<file path="config.mk">
export PLATFORM = sky130hd
export DESIGN_NAME = ipi_dest_mask_gen
export DESIGN_NICKNAME = d
export VERILOG_FILES = /design/src/rtl/ipi_mask_pkg.sv /design/src/rtl/ipi_cmd_decode.sv /design/src/rtl/ipi_lowest_pick.sv /design/src/rtl/ipi_agent_match.sv /design/src/rtl/ipi_dest_mask_gen.sv
export SDC_FILE = /design/constraint.sdc
export NUM_CORES = 1
export LEC_CHECK = 0
export BUFFER_PORTS_ARGS = -buffer_cell sky130_fd_sc_hd__buf_2
export CAP_MARGIN = 20
export CORE_MARGIN = 4
export CORE_UTILIZATION = 40
export DETAILED_ROUTE_END_ITERATION = 6
export GPL_ROUTABILITY_DRIVEN = 0
export PLACE_DENSITY = 0.81
export SKIP_LAST_GASP = 1
export SLEW_MARGIN = 20
export SYNTH_ARGS = -nofsm -noshare
export SYNTH_HDL_FRONTEND = slang
export SYNTH_SLANG_ARGS = --single-unit
</file>
<file path="constraint.sdc">
create_clock -name clk -period 3.1 [get_ports clk]
set_clock_uncertainty 0.1 [all_clocks]
set_input_delay 0.465 -clock clk [delete_from_list [all_inputs] [get_ports clk]]
set_output_delay 0.465 -clock clk [all_outputs]
set_load 0.01 [all_outputs]
</file>
<file path="src/rtl/ipi_mask_pkg.sv">
package ipi_mask_pkg;

   localparam int AGENT_ID_W = 8;
   localparam int AGENT_FMT_W = 4;

   typedef enum logic [2:0] {
      DM_FIXED   = 3'd0,
      DM_LOWEST  = 3'd1,
      DM_SMI     = 3'd2,
      DM_RSVD    = 3'd3,
      DM_NMI     = 3'd4,
      DM_INIT    = 3'd5,
      DM_STARTUP = 3'd6,
      DM_EXTINT  = 3'd7
   } dlv_mode_e;

   typedef enum logic [1:0] {
      SH_FIELD  = 2'd0,
      SH_SELF   = 2'd1,
      SH_ALL    = 2'd2,
      SH_OTHERS = 2'd3
   } short_e;

   typedef struct packed {
      logic [AGENT_ID_W-1:0] dest;
      short_e                shorthand;
      logic                  trigger;
      logic                  level;
      logic                  logical;
      dlv_mode_e             mode;
      logic [7:0]            vector;
   } ipi_cmd_t;

   localparam logic [AGENT_ID_W-1:0]  DEST_BCAST  = 8'hFF;
   localparam logic [AGENT_FMT_W-1:0] FMT_FLAT    = 4'hF;
   localparam logic [AGENT_FMT_W-1:0] FMT_CLUSTER = 4'h0;

endpackage

</file>
<file path="src/rtl/ipi_cmd_decode.sv">
module ipi_cmd_decode
   import ipi_mask_pkg::*;
(
   input  logic [31:0]           lo_word,
   input  logic [AGENT_ID_W-1:0] hi_dest,
   output ipi_cmd_t              cmd
);

   logic unused_lo_bits;
   assign unused_lo_bits = ^{lo_word[31:20], lo_word[17:16], lo_word[13:12]};

   always_comb begin
      cmd.vector    = lo_word[7:0];
      cmd.mode      = dlv_mode_e'(lo_word[10:8]);
      cmd.logical   = lo_word[11];
      cmd.level     = lo_word[14];
      cmd.trigger   = lo_word[15];
      cmd.shorthand = short_e'(lo_word[19:18]);
      cmd.dest      = hi_dest;
   end

endmodule

</file>
<file path="src/rtl/ipi_lowest_pick.sv">
module ipi_lowest_pick #(
   parameter int N_REQ   = 8,
   parameter int IDX_W   = 3,
   parameter bit ISOLATE = 1'b1
) (
   input  logic [N_REQ-1:0] req,
   output logic [N_REQ-1:0] grant,
   output logic [IDX_W-1:0] grant_idx,
   output logic             found
);

   localparam logic [N_REQ-1:0] ONE = {{(N_REQ-1){1'b0}}, 1'b1};

   generate
      if (ISOLATE) begin : g_isolate
         assign grant = req & (~req + ONE);
      end else begin : g_scan
         always_comb begin
            logic seen;
            seen = 1'b0;
            for (int i = 0; i < N_REQ; i++) begin
               grant[i] = req[i] & ~seen;
               seen     = seen | req[i];
            end
         end
      end
   endgenerate

   always_comb begin
      grant_idx = '0;
      for (int i = 0; i < N_REQ; i++) begin
         if (grant[i]) grant_idx = grant_idx | IDX_W'(i);
      end
   end

   assign found = |req;

   always_comb begin
      assert_grant_single_R7: assert ($onehot0(grant));
   end

endmodule

</file>
<file path="src/rtl/ipi_agent_match.sv">
module ipi_agent_match
   import ipi_mask_pkg::*;
#(
   parameter int N_AGENTS     = 8,
   parameter int IDX_W        = 3,
   parameter bit PICK_ISOLATE = 1'b1
) (
   input  ipi_cmd_t                         cmd,
   input  logic [IDX_W-1:0]                 sender_idx,
   input  logic [N_AGENTS-1:0]              present,
   input  logic [N_AGENTS*AGENT_ID_W-1:0]   phys_ids,
   input  logic [N_AGENTS*AGENT_ID_W-1:0]   logical_ids,
   input  logic [N_AGENTS*AGENT_FMT_W-1:0]  formats,
   output logic [N_AGENTS-1:0]              dest_mask
);

   function automatic logic logical_match(input logic [AGENT_ID_W-1:0]  dst,
                                          input logic [AGENT_ID_W-1:0]  lid,
                                          input logic [AGENT_FMT_W-1:0] fmt);
      logic hit;
      if (fmt == FMT_FLAT)
         hit = |(dst & lid);
      else if (fmt == FMT_CLUSTER)
         hit = (dst[7:4] == lid[7:4]) && (|(dst[3:0] & lid[3:0]));
      else
         hit = 1'b0;
      return hit;
   endfunction

   logic [N_AGENTS-1:0] id_hit;
   logic [N_AGENTS-1:0] log_hit;
   logic [N_AGENTS-1:0] self_bit;
   logic [N_AGENTS-1:0] phys_pick;
   logic [N_AGENTS-1:0] field_mask;
   logic [N_AGENTS-1:0] sh_mask;
   logic [IDX_W-1:0]    unused_pick_idx;
   logic                unused_pick_found;

   genvar g;
   generate
      for (g = 0; g < N_AGENTS; g++) begin : g_agent
         assign id_hit[g]   = present[g] &&
                              (phys_ids[g*AGENT_ID_W +: AGENT_ID_W] == cmd.dest);
         assign log_hit[g]  = logical_match(cmd.dest,
                                            logical_ids[g*AGENT_ID_W +: AGENT_ID_W],
                                            formats[g*AGENT_FMT_W +: AGENT_FMT_W]);
         assign self_bit[g] = (sender_idx == IDX_W'(g));
      end
   endgenerate

   ipi_lowest_pick #(
      .N_REQ   (N_AGENTS),
      .IDX_W   (IDX_W),
      .ISOLATE (PICK_ISOLATE)
   ) u_id_pick (
      .req       (id_hit),
      .grant     (phys_pick),
      .grant_idx (unused_pick_idx),
      .found     (unused_pick_found)
   );

   always_comb begin
      if (cmd.logical)
         field_mask = log_hit;
      else if (cmd.dest == DEST_BCAST)
         field_mask = '1;
      else
         field_mask = phys_pick;

      unique case (cmd.shorthand)
         SH_FIELD:  sh_mask = field_mask;
         SH_SELF:   sh_mask = self_bit;
         SH_ALL:    sh_mask = '1;
         SH_OTHERS: sh_mask = ~self_bit;
         default:   sh_mask = '0;
      endcase

      dest_mask = sh_mask & present;
   end

   always_comb begin
      assert_phys_single_R4: assert (cmd.logical || cmd.dest == DEST_BCAST ||
                                     cmd.shorthand != SH_FIELD || $onehot0(dest_mask));
   end

endmodule

</file>
<file path="src/rtl/ipi_dest_mask_gen.sv">
module ipi_dest_mask_gen
   import ipi_mask_pkg::*;
#(
   parameter int N_AGENTS     = 8,
   parameter int IDX_W        = $clog2(N_AGENTS),
   parameter bit PICK_ISOLATE = 1'b1
) (
   input  logic                        clk,
   input  logic                        rst_n,
   input  logic                        cmd_lo_we,
   input  logic                        cmd_hi_we,
   input  logic [31:0]                 cmd_wdata,
   input  logic [IDX_W-1:0]            sender_idx,
   input  logic [N_AGENTS-1:0]         agent_present,
   input  logic [N_AGENTS*8-1:0]       agent_phys_id,
   input  logic [N_AGENTS*8-1:0]       agent_logical,
   input  logic [N_AGENTS*4-1:0]       agent_format,
   output logic                        res_valid,
   output logic [N_AGENTS-1:0]         res_target,
   output logic [7:0]                  res_vector,
   output logic [2:0]                  res_mode,
   output logic                        res_logical,
   output logic                        res_level,
   output logic                        res_trigger,
   output logic [1:0]                  res_shorthand,
   output logic [7:0]                  res_dest,
   output logic                        res_deassert,
   output logic [IDX_W-1:0]            res_sel_idx,
   output logic                        res_sel_found,
   output logic [N_AGENTS*8-1:0]       arb_id
);

   localparam int ARB_W = N_AGENTS * AGENT_ID_W;

   generate
      if (N_AGENTS < 2 || N_AGENTS > 256) begin : g_bad_count
         $error("ipi_dest_mask_gen: N_AGENTS must lie in 2..256");
      end
      if (IDX_W != $clog2(N_AGENTS)) begin : g_bad_idx
         $error("ipi_dest_mask_gen: IDX_W must equal clog2(N_AGENTS)");
      end
   endgenerate

   logic [AGENT_ID_W-1:0] hi_dest_q;
   ipi_cmd_t              cmd;
   logic [N_AGENTS-1:0]   dest_mask;
   logic [N_AGENTS-1:0]   first_grant;
   logic [IDX_W-1:0]      first_idx;
   logic                  unused_first_found;
   logic                  deassert_d;
   logic [N_AGENTS-1:0]   target_d;
   logic [ARB_W-1:0]      arb_q;

   always_ff @(posedge clk) begin
      if (!rst_n)
         hi_dest_q <= '0;
      else if (cmd_hi_we)
         hi_dest_q <= cmd_wdata[31:24];
   end

   ipi_cmd_decode u_decode (
      .lo_word (cmd_wdata),
      .hi_dest (hi_dest_q),
      .cmd     (cmd)
   );

   ipi_agent_match #(
      .N_AGENTS     (N_AGENTS),
      .IDX_W        (IDX_W),
      .PICK_ISOLATE (PICK_ISOLATE)
   ) u_match (
      .cmd         (cmd),
      .sender_idx  (sender_idx),
      .present     (agent_present),
      .phys_ids    (agent_phys_id),
      .logical_ids (agent_logical),
      .formats     (agent_format),
      .dest_mask   (dest_mask)
   );

   ipi_lowest_pick #(
      .N_REQ   (N_AGENTS),
      .IDX_W   (IDX_W),
      .ISOLATE (PICK_ISOLATE)
   ) u_first (
      .req       (dest_mask),
      .grant     (first_grant),
      .grant_idx (first_idx),
      .found     (unused_first_found)
   );

   assign deassert_d = (cmd.mode == DM_INIT) && !cmd.level && cmd.trigger;

   always_comb begin
      if (deassert_d)
         target_d = '0;
      else if (cmd.mode == DM_RSVD)
         target_d = '0;
      else if (cmd.mode == DM_LOWEST)
         target_d = first_grant;
      else
         target_d = dest_mask;
   end

   always_ff @(posedge clk) begin
      if (!rst_n) begin
         res_valid     <= 1'b0;
         res_target    <= '0;
         res_vector    <= '0;
         res_mode      <= '0;
         res_logical   <= 1'b0;
         res_level     <= 1'b0;
         res_trigger   <= 1'b0;
         res_shorthand <= '0;
         res_dest      <= '0;
         res_deassert  <= 1'b0;
         res_sel_idx   <= '0;
         res_sel_found <= 1'b0;
      end else begin
         res_valid <= cmd_lo_we;
         if (cmd_lo_we) begin
            res_target    <= target_d;
            res_vector    <= cmd.vector;
            res_mode      <= cmd.mode;
            res_logical   <= cmd.logical;
            res_level     <= cmd.level;
            res_trigger   <= cmd.trigger;
            res_shorthand <= cmd.shorthand;
            res_dest      <= cmd.dest;
            res_deassert  <= deassert_d;
            res_sel_idx   <= (|target_d) ? first_idx : '0;
            res_sel_found <= |target_d;
         end
      end
   end

   always_ff @(posedge clk) begin
      if (!rst_n) begin
         arb_q <= '0;
      end else if (cmd_lo_we && deassert_d) begin
         for (int i = 0; i < N_AGENTS; i++) begin
            if (dest_mask[i])
               arb_q[i*AGENT_ID_W +: AGENT_ID_W] <= agent_phys_id[i*AGENT_ID_W +: AGENT_ID_W];
         end
      end
   end

   assign arb_id = arb_q;

   assert_one_strobe_R2: assert property (@(posedge clk) disable iff (!rst_n)
      !(cmd_lo_we && cmd_hi_we));

   assert_valid_after_write_R2: assert property (@(posedge clk) disable iff (!rst_n)
      res_valid |-> $past(cmd_lo_we));

   assert_lowest_single_R7: assert property (@(posedge clk) disable iff (!rst_n)
      (res_valid && res_mode == DM_LOWEST) |-> $onehot0(res_target));

   assert_deassert_silent_R8: assert property (@(posedge clk) disable iff (!rst_n)
      (res_valid && res_deassert) |-> (res_target == '0));

   assert_arb_only_deassert_R8: assert property (@(posedge clk) disable iff (!rst_n)
      !$stable(arb_id) |-> (res_valid && res_deassert));

   assert_present_only_R9: assert property (@(posedge clk) disable iff (!rst_n)
      res_valid |-> ((res_target & ~$past(agent_present)) == '0));

   assert_rsvd_empty_R10: assert property (@(posedge clk) disable iff (!rst_n)
      (res_valid && res_mode == DM_RSVD) |-> (res_target == '0));

   assert_found_matches_R7: assert property (@(posedge clk) disable iff (!rst_n)
      res_valid |-> (res_sel_found == (res_target != '0)));

endmodule

</file>
==> results.cfg <==
[run_status]
status = completed

[floorplanning]
die_height_um = 133.7
ioPinCount = 309
rows = 45
fp.dieW_um = 133.7
die_area_mm2 = 0.01788
initial_utilization_pct = 41.27
coreArea_mm2 = 0.01531

[sta]
finalSetupViolations = 0
setup_total_negative_slack_ns = 0
hold_slack_ns = 0.2515
drv_slew = 0
fmaxAchievable_ghz = 0.3369
post-route-period-util_pct = 95.74
final-hold-violation-count = 0
rsz0062_at_grt = no
final.min_clock_period_ns = 2.968
worst_slew_pin_slew_ns = 0.6705
max_slew_margin_pct = 55.30

[routing]
total_wire_length_um = 22080
detailroute.via_count = 6355
first_pass_iters = 4
wl_per_cell_um = 18.29
avgViaCountPerCell = 5.265
drc = 0
dr.first_iter.drc_count = 319
route.antenna.remaining_nets = 0

[global_routing]
vias_in_the_first_global_route = 6448
grt_antenna_before_repair = 0
grt-ovfl-total = 0
groute.usage.overall_pct = 23.78
wire_length_of_the_first_global_routing_pass_um = 33730
grt_start_max_net_pins = 63

[hold_path]
worst_hold_path.endpoint = res_vector[1]
worstHoldPathCells = 3
min-delay-path-class = in -> reg
worst_hold_startpoint = cmd_wdata[1]

[worst_setup_path]
cp_top_family = compound AO/OA/AOI/OAI gates
r2r_cells = 10
worst-path-buf-inv = 1
critPathKind = reg -> reg
crit_cells = 10
worst_path_largest_cell_delay_ns = 0.41
crit_path_cell_trace = buf_4, ha_1, nor4_1, a21boi_0, o221ai_1, o2111ai_2, a21boi_4, and4_4, a41o_1, o31ai_1
cp-start-kind = flip-flop
worstSetupEndpointType = flip-flop
timing.rr.end = res_sel_idx[2]
timing.reg2reg.setup_slack_ns = 0.13
crit_required_ns = 3.28
worstPathMaxFanout = 6
r2r_start = hi_dest_q[5]
cp_slowest_cell = sky130_fd_sc_hd__dfxtp_2
critPathArrivalTime_ns = 3.14

[yosys]
netlist_area_mm2 = 0.006321
ys.warnings.count = 0
flip_flop_and_latch_count_after_synthesis = 110
synth-main-ff-cell = sky130_fd_sc_hd__dfxtp_1
synth.distinct_cells = 65
synthArstFlopShare_pct = 0
synth_area_per_cell_um2 = 9.392
sequential_fraction_of_the_synthesis_area_pct = 34.84
mappedNetlistNets = 912
post-synth-top-area-fraction_pct = 34.84
netlist_top_cells_area = sky130_fd_sc_hd__dfxtp_1, sky130_fd_sc_hd__mux2i_1, sky130_fd_sc_hd__xnor2_1
synth_edf_count = 0
synthesis.instances = 673
synth_top_cell_by_area = sky130_fd_sc_hd__dfxtp_1

[cts]
worst_setup_hold_path_clk_slew_ns = 0.08
clkSinkCount = 110
cts-htree-levels = 3
clock_latency_ns = 0.35
ctsRootBufferMaster = sky130_fd_sc_hd__clkbuf_16
cts_made_buffers = 9
cts_tree = done
max-clock-path-buffers = 2

[layout]
layout.cells.non_filler = 1207
n_fill_cell = 1377
fin_nets = 1230
insertedDiodeCount = 0
synthToLayoutAreaGrowth_pct = 35.75
final_cell_area_mm2 = 0.008581
layout-drive-gt1-share_pct = 39.16

[pwr]
power-per-cell-area_mw_per_mm2 = 383.8
peakVddDrop_mv = 0.2716
static-leakage-power_uw = 0.004051

[placed_design]
postPlaceCellArea_mm2 = 0.008204
total_of_buffers_placed_on_input_and_output_ports = 300
post-place-cells = 1188
dpl.hpwl_um = 17630

[run]
max_cap_violations = 0
-- synth_stat cells (2+ instances only) --
master and number:
sky130_fd_sc_hd__a211o_1 3, sky130_fd_sc_hd__a21boi_0 3, sky130_fd_sc_hd__a21oi_1 17, sky130_fd_sc_hd__a221oi_1 3, sky130_fd_sc_hd__a22o_1 4, sky130_fd_sc_hd__a22oi_1 8
sky130_fd_sc_hd__a311oi_1 3, sky130_fd_sc_hd__a31oi_1 4, sky130_fd_sc_hd__buf_1 5, sky130_fd_sc_hd__buf_2 6, sky130_fd_sc_hd__buf_6 9, sky130_fd_sc_hd__clkbuf_1 13
sky130_fd_sc_hd__dfxtp_1 110, sky130_fd_sc_hd__ha_1 32, sky130_fd_sc_hd__inv_1 4, sky130_fd_sc_hd__mux2i_1 97, sky130_fd_sc_hd__nand2_1 31, sky130_fd_sc_hd__nand3_1 12
sky130_fd_sc_hd__nand3b_1 5, sky130_fd_sc_hd__nand4_1 19, sky130_fd_sc_hd__nand4b_1 2, sky130_fd_sc_hd__nor2_1 107, sky130_fd_sc_hd__nor2_2 2, sky130_fd_sc_hd__nor2_4 3
sky130_fd_sc_hd__nor3_1 8, sky130_fd_sc_hd__nor3_2 3, sky130_fd_sc_hd__nor3_4 2, sky130_fd_sc_hd__nor3b_1 7, sky130_fd_sc_hd__nor4_1 18, sky130_fd_sc_hd__o211ai_1 2
sky130_fd_sc_hd__o21ai_0 10, sky130_fd_sc_hd__o21ai_1 5, sky130_fd_sc_hd__o221ai_1 2, sky130_fd_sc_hd__or2_1 3, sky130_fd_sc_hd__or3_1 5, sky130_fd_sc_hd__or4_1 8
sky130_fd_sc_hd__xnor2_1 60, sky130_fd_sc_hd__xnor2_2 3, sky130_fd_sc_hd__xor2_1 9
-- what timing repair did --
action                     CTS  global route
setup endpoints to repair    0            30
gates resized for setup      0             8
buffers inserted             0             3
hold buffers                 0             0
-- power breakdown --
part	internal [uW]	total [uW]	leakage, uW	switching, uW
Combinational	307	667	0.00301	360
Clock	588	1160	0.000148	572
Sequential	1450	1470	0.000894	20.4
Total	2340	3290	0.00405	953
-- registers in the layout (all words and copies together), names as in the netlist, 2 cells and up --
register       count
hi_dest_q          8
res_mode           3
res_sel_idx        3
res_target         8
res_vector         8
res_shorthand      2
arb_id            64
res_dest           8
-- tightest hold or removal path: stages --
cell and delay (ns):
sky130_fd_sc_hd__buf_2 0.08, sky130_fd_sc_hd__mux2i_1 0.06, sky130_fd_sc_hd__nor2_1 0.07
-- cell type report --
class                   instances  area, um^2  area share (%)
clock buffers                  10       239.0           2.785
clock inverters                 6       62.56          0.7291
inverters                       5       20.02          0.2333
multi-input cells             525        3914           45.61
flip-flops and latches        110        2206           25.71
well taps                     211       264.0           3.077
repair buffers                340        1876           21.86
-- worst max path at each step --
| stage | from | to | slack (ns) |
|---|---|---|---|
| detailed placement | hi_dest_q[5] | arb_id[55] | 0.02 |
| CTS | hi_dest_q[5] | arb_id[55] | 0.02 |
| global route | hi_dest_q[5] | arb_id[36] | 0.02 |
| global placement | agent_logical[37] | arb_id[37] | 0.03 |
| finish | hi_dest_q[5] | res_sel_idx[2] | 0.13 |
| floorplan | hi_dest_q[5] | arb_id[32] | 0.36 |
-- placed cells by master, fill, tap and decap left out, types with 3 or more instances in the layout --
cell type,netlist,final
sky130_fd_sc_hd__a22oi_1,8,8
sky130_fd_sc_hd__nand3b_1,5,5
sky130_fd_sc_hd__nor4_1,18,17
sky130_fd_sc_hd__nor3b_1,7,7
sky130_fd_sc_hd__a21boi_0,3,3
sky130_fd_sc_hd__clkbuf_16,0,9
sky130_fd_sc_hd__buf_4,0,33
sky130_fd_sc_hd__a21oi_1,17,17
sky130_fd_sc_hd__buf_12,0,5
sky130_fd_sc_hd__nor3_1,8,8
sky130_fd_sc_hd__a221oi_1,3,3
sky130_fd_sc_hd__xor2_1,9,9
sky130_fd_sc_hd__nor2_1,107,107
sky130_fd_sc_hd__a311oi_1,3,3
sky130_fd_sc_hd__dfxtp_1,110,107
sky130_fd_sc_hd__xnor2_2,3,3
sky130_fd_sc_hd__mux2i_1,97,97
sky130_fd_sc_hd__or2_1,3,3
sky130_fd_sc_hd__nor2_4,3,3
sky130_fd_sc_hd__dfxtp_2,0,3
sky130_fd_sc_hd__xnor2_1,60,60
sky130_fd_sc_hd__o21ai_1,5,5
sky130_fd_sc_hd__or4_1,8,8
sky130_fd_sc_hd__o21ai_0,10,10
sky130_fd_sc_hd__buf_2,6,300
sky130_fd_sc_hd__clkinv_4,0,3
sky130_fd_sc_hd__nand4_1,19,19
sky130_fd_sc_hd__nor3_2,3,3
sky130_fd_sc_hd__or3_1,5,5
sky130_fd_sc_hd__nand3_1,12,12
sky130_fd_sc_hd__nand2_1,31,31
sky130_fd_sc_hd__ha_1,32,32
sky130_fd_sc_hd__a22o_1,4,4
sky130_fd_sc_hd__a31oi_1,4,3
sky130_fd_sc_hd__inv_1,4,4
sky130_fd_sc_hd__a211o_1,3,3
-- metrics by stage --
step | util [%] | setup WS (ns) | total power (uW)
floorplan | - | 0.3645 | 1858
global placement | 53.57 | 0.03305 | 2144
detailed placement | 53.57 | 0.02121 | 2161
CTS | 55.54 | 0.02194 | 3317
global route | 56.03 | 0.02358 | 3440
finish | 56.03 | 0.1320 | 3293
-- cell families after synthesis --
family          synth area share [%]
mux                            15.36
fa+ha+maj                      6.334
xor+xnor                       10.33
compound gates                 9.877
simple gates                   19.81
buf+inv                        3.444
flops                          34.84
-- routing by layer --
metal  GRT usage (%)  vias up  part of all wire (%)  wire length (um)
met2           42.00      257                    49             10900
met1           28.85     2992                    41              9147
met5               0        -                     0                 0
met4           6.400        0                   2.0               447
li1                -     3072                     -                 -
met3           5.702       34                   7.2              1584
Power figures use the tool's default switching activity.
